`src/rtl/rtc_irq_pkg.sv`:
```
// Package: constants shared by the real-time clock interrupt flag controller.
// It holds the flag bit positions, the mask of implemented bits and the bus addresses.
package rtc_irq_pkg;
    localparam int FLAG_W     = 16;
    localparam int BIT_OVF    = 15;
    localparam int BIT_TAMPER = 14;
    localparam int BIT_ALARM0 = 8;
    localparam int NUM_ALARM  = 2;
    localparam int NUM_PER    = 8;
    localparam int PER_OFS    = 2;
    localparam logic [FLAG_W-1:0] IMPL_MASK = 16'hC3FF;

    typedef enum logic [1:0] {
        ADDR_FLAGS  = 2'd0,
        ADDR_EN_SET = 2'd1,
        ADDR_EN_CLR = 2'd2,
        ADDR_NONE   = 2'd3
    } reg_addr_e;
endpackage

```
`src/rtl/rtc_prescaler.sv`:
```
// Module: free-running prescaler counter.
// It is cleared by a synchronous active-low reset and then adds one each clock, wrapping at 2^W.
module rtc_prescaler #(
    parameter int W = 10
) (
    input  logic         clk,
    input  logic         rst_n,
    output logic [W-1:0] count
);
    // Count one step per clock.
    always_ff @(posedge clk) begin
        if (!rst_n) count <= '0;
        else        count <= count + 1'b1;
    end
endmodule

```
`src/rtl/rtc_edge_detect.sv`:
```
// Module: rising-edge detector for prescaler bits OFS..OFS+NUM-1.
// It registers each watched bit and flags a 0-to-1 change against the previous cycle.
// It assumes W >= OFS+NUM.
module rtc_edge_detect #(
    parameter int W   = 10,
    parameter int NUM = 8,
    parameter int OFS = 2
) (
    input  logic           clk,
    input  logic           rst_n,
    input  logic [W-1:0]   presc,
    output logic [NUM-1:0] rise
);
    logic [NUM-1:0] prev_q;

    // Hold the watched bits as they were one cycle earlier.
    always_ff @(posedge clk) begin
        if (!rst_n) prev_q <= '0;
        else        prev_q <= presc[OFS +: NUM];
    end

    for (genvar i = 0; i < NUM; i++) begin : g_rise
        assign rise[i] = presc[OFS+i] & ~prev_q[i];
    end
endmodule

```
`src/rtl/rtc_flag_bank.sv`:
```
// Module: bank of set/clear bits. A set wins over a clear in the same cycle.
// Bits that are 0 in MASK are not stored and read as constant 0.
module rtc_flag_bank #(
    parameter int          W    = 16,
    parameter logic [W-1:0] MASK = '1
) (
    input  logic         clk,
    input  logic         rst_n,
    input  logic [W-1:0] set,
    input  logic [W-1:0] clr,
    output logic [W-1:0] q
);
    for (genvar i = 0; i < W; i++) begin : g_bit
        if (MASK[i]) begin : g_impl
            // One stored bit: set has priority, then clear, else hold.
            always_ff @(posedge clk) begin
                if (!rst_n)      q[i] <= 1'b0;
                else if (set[i]) q[i] <= 1'b1;
                else if (clr[i]) q[i] <= 1'b0;
            end
        end else begin : g_tie
            assign q[i] = 1'b0;
        end
    end
endmodule

```
`src/rtl/rtc_irq_ctrl.sv`:
```
// Module: top of the real-time clock interrupt flag controller.
// It builds the set vector from the event strobes and the prescaler edges, applies
// write-one-to-clear from the bus, keeps the per-flag enables and drives one
// interrupt request. It assumes PRESC_W >= PER_OFS + NUM_PER.
module rtc_irq_ctrl
    import rtc_irq_pkg::*;
#(
    parameter int PRESC_W = 10
) (
    input  logic              clk,
    input  logic              rst_n,
    input  logic              bus_wr,
    input  logic [1:0]        bus_addr,
    input  logic [FLAG_W-1:0] bus_wdata,
    output logic [FLAG_W-1:0] bus_rdata,
    input  logic              ovf_evt,
    input  logic              tamper_evt,
    input  logic [NUM_ALARM-1:0] alarm_evt,
    output logic              irq
);
    localparam int TOP_BIT = PER_OFS + NUM_PER;

    if (PRESC_W < TOP_BIT) begin : g_bad_width
        $error("PRESC_W too narrow for the periodic flags");
    end

    logic [PRESC_W-1:0] presc;
    logic [NUM_PER-1:0] per_rise;
    logic [FLAG_W-1:0]  flag_set, flag_clr, flag_q;
    logic [FLAG_W-1:0]  en_set, en_clr, en_q;
    reg_addr_e          addr;

    assign addr = reg_addr_e'(bus_addr);

    rtc_prescaler #(.W(PRESC_W)) u_presc (
        .clk   (clk),
        .rst_n (rst_n),
        .count (presc)
    );

    rtc_edge_detect #(.W(PRESC_W), .NUM(NUM_PER), .OFS(PER_OFS)) u_edge (
        .clk   (clk),
        .rst_n (rst_n),
        .presc (presc),
        .rise  (per_rise)
    );

    // Gather the hardware set requests into the flag word positions.
    always_comb begin
        flag_set = '0;
        flag_set[BIT_OVF]    = ovf_evt;
        flag_set[BIT_TAMPER] = tamper_evt;
        flag_set[BIT_ALARM0 +: NUM_ALARM] = alarm_evt;
        flag_set[NUM_PER-1:0] = per_rise;
    end

    // Decode the bus writes into flag clears and enable set and clear vectors.
    always_comb begin
        flag_clr = '0;
        en_set   = '0;
        en_clr   = '0;
        if (bus_wr) begin
            unique case (addr)
                ADDR_FLAGS:  flag_clr = bus_wdata;
                ADDR_EN_SET: en_set   = bus_wdata;
                ADDR_EN_CLR: en_clr   = bus_wdata;
                default: ;
            endcase
        end
    end

    rtc_flag_bank #(.W(FLAG_W), .MASK(IMPL_MASK)) u_flags (
        .clk   (clk),
        .rst_n (rst_n),
        .set   (flag_set),
        .clr   (flag_clr),
        .q     (flag_q)
    );

    rtc_flag_bank #(.W(FLAG_W), .MASK(IMPL_MASK)) u_enables (
        .clk   (clk),
        .rst_n (rst_n),
        .set   (en_set),
        .clr   (en_clr),
        .q     (en_q)
    );

    // Select the read data for the current address.
    always_comb begin
        unique case (addr)
            ADDR_FLAGS:               bus_rdata = flag_q;
            ADDR_EN_SET, ADDR_EN_CLR: bus_rdata = en_q;
            default:                  bus_rdata = '0;
        endcase
    end

    assign irq = |(flag_q & en_q);
endmodule

```
`config.mk`:
```
export PLATFORM = sky130hd
export DESIGN_NAME = rtc_irq_ctrl
export DESIGN_NICKNAME = d
export VERILOG_FILES = /design/src/rtl/rtc_irq_pkg.sv /design/src/rtl/rtc_prescaler.sv /design/src/rtl/rtc_edge_detect.sv /design/src/rtl/rtc_flag_bank.sv /design/src/rtl/rtc_irq_ctrl.sv
export SDC_FILE = /design/constraint.sdc
export NUM_CORES = 1
export LEC_CHECK = 0
export ABC_AREA = 1
export BUFFER_PORTS_ARGS = -buffer_cell sky130_fd_sc_hd__clkbuf_2
export CAP_MARGIN = 20
export CORE_ASPECT_RATIO = 2
export CORE_MARGIN = 2
export CORE_UTILIZATION = 45
export CTS_CLUSTER_DIAMETER = 30
export CTS_CLUSTER_SIZE = 12
export DETAILED_ROUTE_END_ITERATION = 7
export PLACE_DENSITY = 0.71
export SYNTH_ARGS = -nofsm -noshare
export SYNTH_HDL_FRONTEND = slang
export SYNTH_SLANG_ARGS = --single-unit
export TNS_END_PERCENT = 30
```
`constraint.sdc`:
```
create_clock -name clk -period 1.05 [get_ports clk]
set_input_delay 0.105 -clock clk [delete_from_list [all_inputs] [get_ports clk]]
set_output_delay 0.105 -clock clk [all_outputs]
set_load 0.02 [all_outputs]
```
# Yosys cells after proc, flatten, opt, wreduce, memory -nomap -nowiden
# Index checks and enable logic that the tools add are counted.
# W data, S select, Z words.
classes:
  addsub: 1
  eq_ne: 2
  muxes: 55
  bitwise: 17
  n_reduce_logical: 27
op_table:
  columns: ["op", "count"]
  rows:
  - ["$mux W16", 6]
  - ["$mux W1", 48]
  - ["$reduce_bool A2 Y1", 24]
  - ["$pmux W16 S2", 1]
  - ["$and A16 B16 Y16", 1]
  - ["$reduce_or A16 Y1", 1]
  - ["$add A10 B1 Y10 const B", 1]
  - ["$and A1 B1 Y1", 8]
  - ["$not A1 Y1", 8]
  - ["$eq A2 B1 Y1 const B", 1]
  - ["$eq A2 B2 Y1 const B", 1]
  - ["$logic_not A2 Y1", 1]
  - ["$reduce_or A2 Y1", 1]
word_totals:
  register_bits: 42
  inputBits: 25
  output_inout_bits: 17
  wordCells: 128

# Depth between registers and ports, before layout
depth:
  word_depth: 5
  depth_mapped: 6
  ltp_nobuf: 6

# Cells and area by module
# Synthesis repeated with hierarchy kept, for this count alone.
hier_totals:
  hier_cells: 398
  area_unflattened_um2: 2453.6
modules_own_cells:
  columns: ["mod", "n_inst", "cells_per_inst", "area_each_um2", "seq_area_each_um2"]
  rows:
  - ["rtc_flag_bank", 2, 67, 521.8, 240.2]
  - ["rtc_irq_ctrl", 1, 166, 701.9, 0.0]
  - ["rtc_prescaler", 1, 57, 422.9, 200.2]
  - ["rtc_edge_detect", 1, 41, 285.3, 160.2]

# Least setup slack after synthesis
# Ideal clock, no wire load.
synth_path:
  kind: "in2out"
  from: "input port bus_addr[0]"
  to: "output port bus_rdata[0]"
  arrival_time_ns: 1.018
  slack_ns: -0.073
  cell_stages: 5
  n_path_buf: 1
  path_cell_list: "inv_1 > ha_1 > buf_2 > nand2_1 > a21oi_1"
synth_via:
  elab_chain_cells: 3
  elab_cells_between_ends: 5
synth_rtl:
  columns: ["item", "line_no", "source"]
  rows:
  - ["start, declared", "rtc_irq_ctrl.sv:13", "input logic [1:0] bus_addr,"]
  - ["$eq A2 B2 Y1 or $eq A2 B1 Y1 (tied branches)", "rtc_irq_ctrl.sv:90", "unique case (addr)"]
  - ["$reduce_or A2 Y1", "rtc_irq_ctrl.sv:90", null]
  - ["$pmux W16 S2 *", "rtc_irq_ctrl.sv:90", null]
  - ["end, declared", "rtc_irq_ctrl.sv:15", "output logic [FLAG_W-1:0] bus_rdata,"]
# Mark *: on every way between the ends. The rest lies on a longest branch, timed or not.

# Worst setup path in the final report
layout_path:
  from: "register u_flags.q[2]"
  to: "output port irq"
layout_via:
  elab_chain_cells: 2
layout_rtl:
  columns: ["item", "line_no", "source"]
  rows:
  - ["start, declared", "rtc_flag_bank.sv:11", "output logic [W-1:0] q"]
  - ["start signal, assigned by index", "rtc_flag_bank.sv:17", "if (!rst_n) q[i] <= 1'b0;"]
  - ["start signal, assigned by index", "rtc_flag_bank.sv:18", "else if (set[i]) q[i] <= 1'b1;"]
  - ["start signal, assigned by index", "rtc_flag_bank.sv:19", "else if (clr[i]) q[i] <= 1'b0;"]
  - ["$and A16 B16 Y16", "rtc_irq_ctrl.sv:97", "assign irq = |(flag_q & en_q);"]
  - ["$reduce_or A16 Y1", "rtc_irq_ctrl.sv:97", null]
  - ["end, declared", "rtc_irq_ctrl.sv:19", "output logic irq"]
# No other way between the ends.

==> out/qor.txt <==
Worst vdd ir -> 0.882 mV
Family with the most delay on the worst path -> flip-flops
Crit path DAT -> 1.14 ns
Total gr overflow -> 0
FP Rows -> 33
Synth unique cells -> 22
Port bufs -> 33
Violated checks -> negative setup slack
Unrepaired setup endpoints after global routing -> true
Register area share after synthesis -> 44.0%
Syn_area_per_cell -> 7.19 um2
Finished Cell Area -> 0.00260 mm2
Vias per inst -> 5.18
Starting Density -> 46.8%
Slowest-stage cell, CP -> dfxtp_2
Final setup viols -> 13
Clk sinks -> 42
Period utilization -> 118%
Layout cells sized above 1 -> 39.0%
Worst path max stage delay -> 0.34 ns
Vias in the first global route -> 1,835
CP max FO -> 3
Clk pin slew, worst setup/hold paths -> 0.08 ns
CP Launch Type -> flip-flop
Layout Cells excl Fill -> 370
Area grow syn2layout -> 36.1%
DRC violations left -> 0
Clock Skews -> 0.00426 ns
Yosys warnings -> 0
Final TNS setup -> -1.35 ns
Critical path class -> flip-flop to output pin
Hold_ws -> 0.0241 ns
DP Cell Count -> 358
Worst-case clock buffer depth -> 2
Die ar. -> 0.00482 mm2
Hold Fails Final Rpt -> 0
Ports -> 42
DIE HEIGHT -> 96.2 um
Placed cell area -> 0.00227 mm2
Ant. Diodes -> 0
Horiz. Die Dim -> 50.1 um
Synthesized area -> 0.00191 mm2
Largest net degree at the start of global routing -> 20
Total CTS buffers -> 5
Routed WL -> 5000 um
Status -> complete, but fails checks
Worst EP required -> 0.94 ns
Leak pwr -> 1.15 nW
Global-route wire length before repair -> 7730 um
Clock Latency Late Sink -> 0.29 ns
First-pass iteration count of the detailed router -> 4
Initial DRC count -> 34
Initial antenna violation count -> 0
RD Place Congestion -> 0.813
Slack of the critical path -> -0.191 ns
DR vias -> 1,915
Layout net count -> 347
Pwr Density -> 1230 mW/mm2
CTS root buf -> clkbuf_8
Seq cells post-synth -> 42
Core ar. -> 0.00409 mm2
Hold Path Class -> primary input to flip-flop
Critical-path cell list -> nand2_2 -> nand3_2 -> a21oi_2 -> nand3_1 -> clkbuf_8
Max-slew violation count -> 0
H-tree Lvls -> 2
Tmin final -> 1.24 ns
# hold bufs at CTS -> 0
Hpwl dp -> 3370 um
DR WL/cell -> 13.5 um
Fmax -> 806 MHz
Endpoint type of the worst setup path -> output pin
Max cap viols -> 0
Mapped Cells -> 266
Routed Antenna Nets -> 0
Buf/Inv on CP -> 1
Global Route Usage Sum -> 21.0%
CTS tree -> done
per-stage QoR:
| stage | util [%] | setup slack [ns] | power [W] |
|---|---|---|---|
| final | 63.6 | -0.191 | 0.00319 |
| after floorplan | - | -0.0733 | 0.00191 |
| after CTS | 61.4 | -0.192 | 0.00317 |
| after detailed placement | 55.5 | -0.161 | 0.00209 |
| after global routing | 63.6 | -0.258 | 0.00333 |
| after global placement | 55.5 | -0.154 | 0.00209 |
synth_stat cells:
| cell | number | share of area, % |
|---|---|---|
| buf_6 | 1 | 0.59 |
| nor3_1 | 1 | 0.26 |
| nand2_2 | 1 | 0.33 |
| nor2_1 | 16 | 3.1 |
| conb_1 | 1 | 0.20 |
| buf_2 | 4 | 1.0 |
| inv_1 | 14 | 2.7 |
| nand2_1 | 79 | 16 |
| dfxtp_1 | 42 | 44 |
| clkbuf_1 | 1 | 0.20 |
| buf_4 | 9 | 3.5 |
| inv_2 | 1 | 0.20 |
| nand3_1 | 41 | 11 |
| o21ai_0 | 1 | 0.26 |
| ha_1 | 5 | 3.3 |
| o21ai_1 | 7 | 1.8 |
| nor2_4 | 2 | 1.2 |
| nor2_2 | 1 | 0.33 |
| a21oi_1 | 36 | 9.4 |
| o21a_1 | 1 | 0.39 |
| clkinv_2 | 1 | 0.26 |
| nand2_4 | 1 | 0.59 |
timing repair:
| item | in CTS | in global routing |
|---|---|---|
| gates cloned | 0 | 0 |
| endpoints found under the hold margin | 0 | 0 |
| resized for setup | 58 | 32 |
| setup endpoints to repair | 16 | 19 |
| buffers inserted | 3 | 2 |
| pin swaps | 10 | 6 |
kinds of logic after synthesis:
kind of cell	count (synthesis)	share of synthesized area, %
flops	42	44.0
fa+ha+maj	5	3.27
buf+inv	31	8.57
other cells	1	0.196
compound gates	45	11.9
simple gates	142	32.1
tightest hold or removal path, delay by kind of cell:
family / cells / cell delay (ns)
AOI/OAI and AO/OA: 1 / 0.03
buffers and inverters: 1 / 0.08
and+or+nand+nor: 1 / 0.06
per-layer routing:
layer / up-vias / part of all wire, % / GRT usage (%)
li1: 957 / - / -
met1: 897 / 38 / 19.3
met2: 46 / 55 / 40.9
met3: 15 / 3.3 / 4.81
met4: 0 / 3.8 / 11.3
met5: - / 0 / 0
final cells by class:
| cell class | instances | area [um2] |
|---|---|---|
| well taps | 52 | 65.1 |
| clock inverters | 1 | 5.00 |
| clock buffers | 7 | 86.3 |
| multi-input cells | 196 | 1030 |
| repair buffers | 56 | 479 |
| fillers | 370 | 1490 |
| flip-flops and latches | 42 | 873 |
| inverters | 16 | 61.3 |
flip-flops by register name, indices dropped and copies added (netlist names):
register and count:
u_enables.q 12, u_flags.q 12, u_edge.prev_q 8, u_presc.count 10
power by group:
part	switching [W]	internal [W]
combinational	0.000259	0.000205
clock	0.000528	0.000530
sequential	0.0000325	0.00164
total	0.000819	0.00238
path summary, 6_finish.rpt:
| path | startpoint | endpoint | slack [ns] | depth (start not counted) |
|---|---|---|---|---|
| setup / recovery | u_flags.q[2] | irq | -0.19 | 5 |
| hold / removal | ovf_evt | u_flags.q[15] | 0.02 | 3 |
| setup reg to reg | u_presc.count[0] | u_presc.count[6] | 0.02 | 6 |
| hold reg to reg | u_edge.prev_q[7] | u_flags.q[7] | 0.40 | 1 |
placed cells by master (no fill, tap or decap):
cell type	Yosys	layout
buf_6	1	4
a21oi_2	0	8
nand3_2	0	3
ha_2	0	3
nand3_1	41	38
nand2_2	1	8
o21a_1	1	1
o21ai_1	7	7
a21oi_1	36	28
nor2_1	16	15
clkbuf_2	0	18
nor3_1	1	1
dfxtp_1	42	16
buf_8	0	1
o21ai_0	1	1
dfxtp_2	0	26
nand2_1	79	69
clkbuf_1	1	1
nor2_4	2	3
ha_1	5	1
buf_12	0	4
nand2_4	1	4
conb_1	1	4
inv_2	1	3
clkbuf_4	0	1
inv_1	14	12
clkbuf_8	0	11
ha_4	0	1
clkinv_2	1	2
nor2_2	1	1
buf_4	9	23
Power figures use the tool's default switching activity.
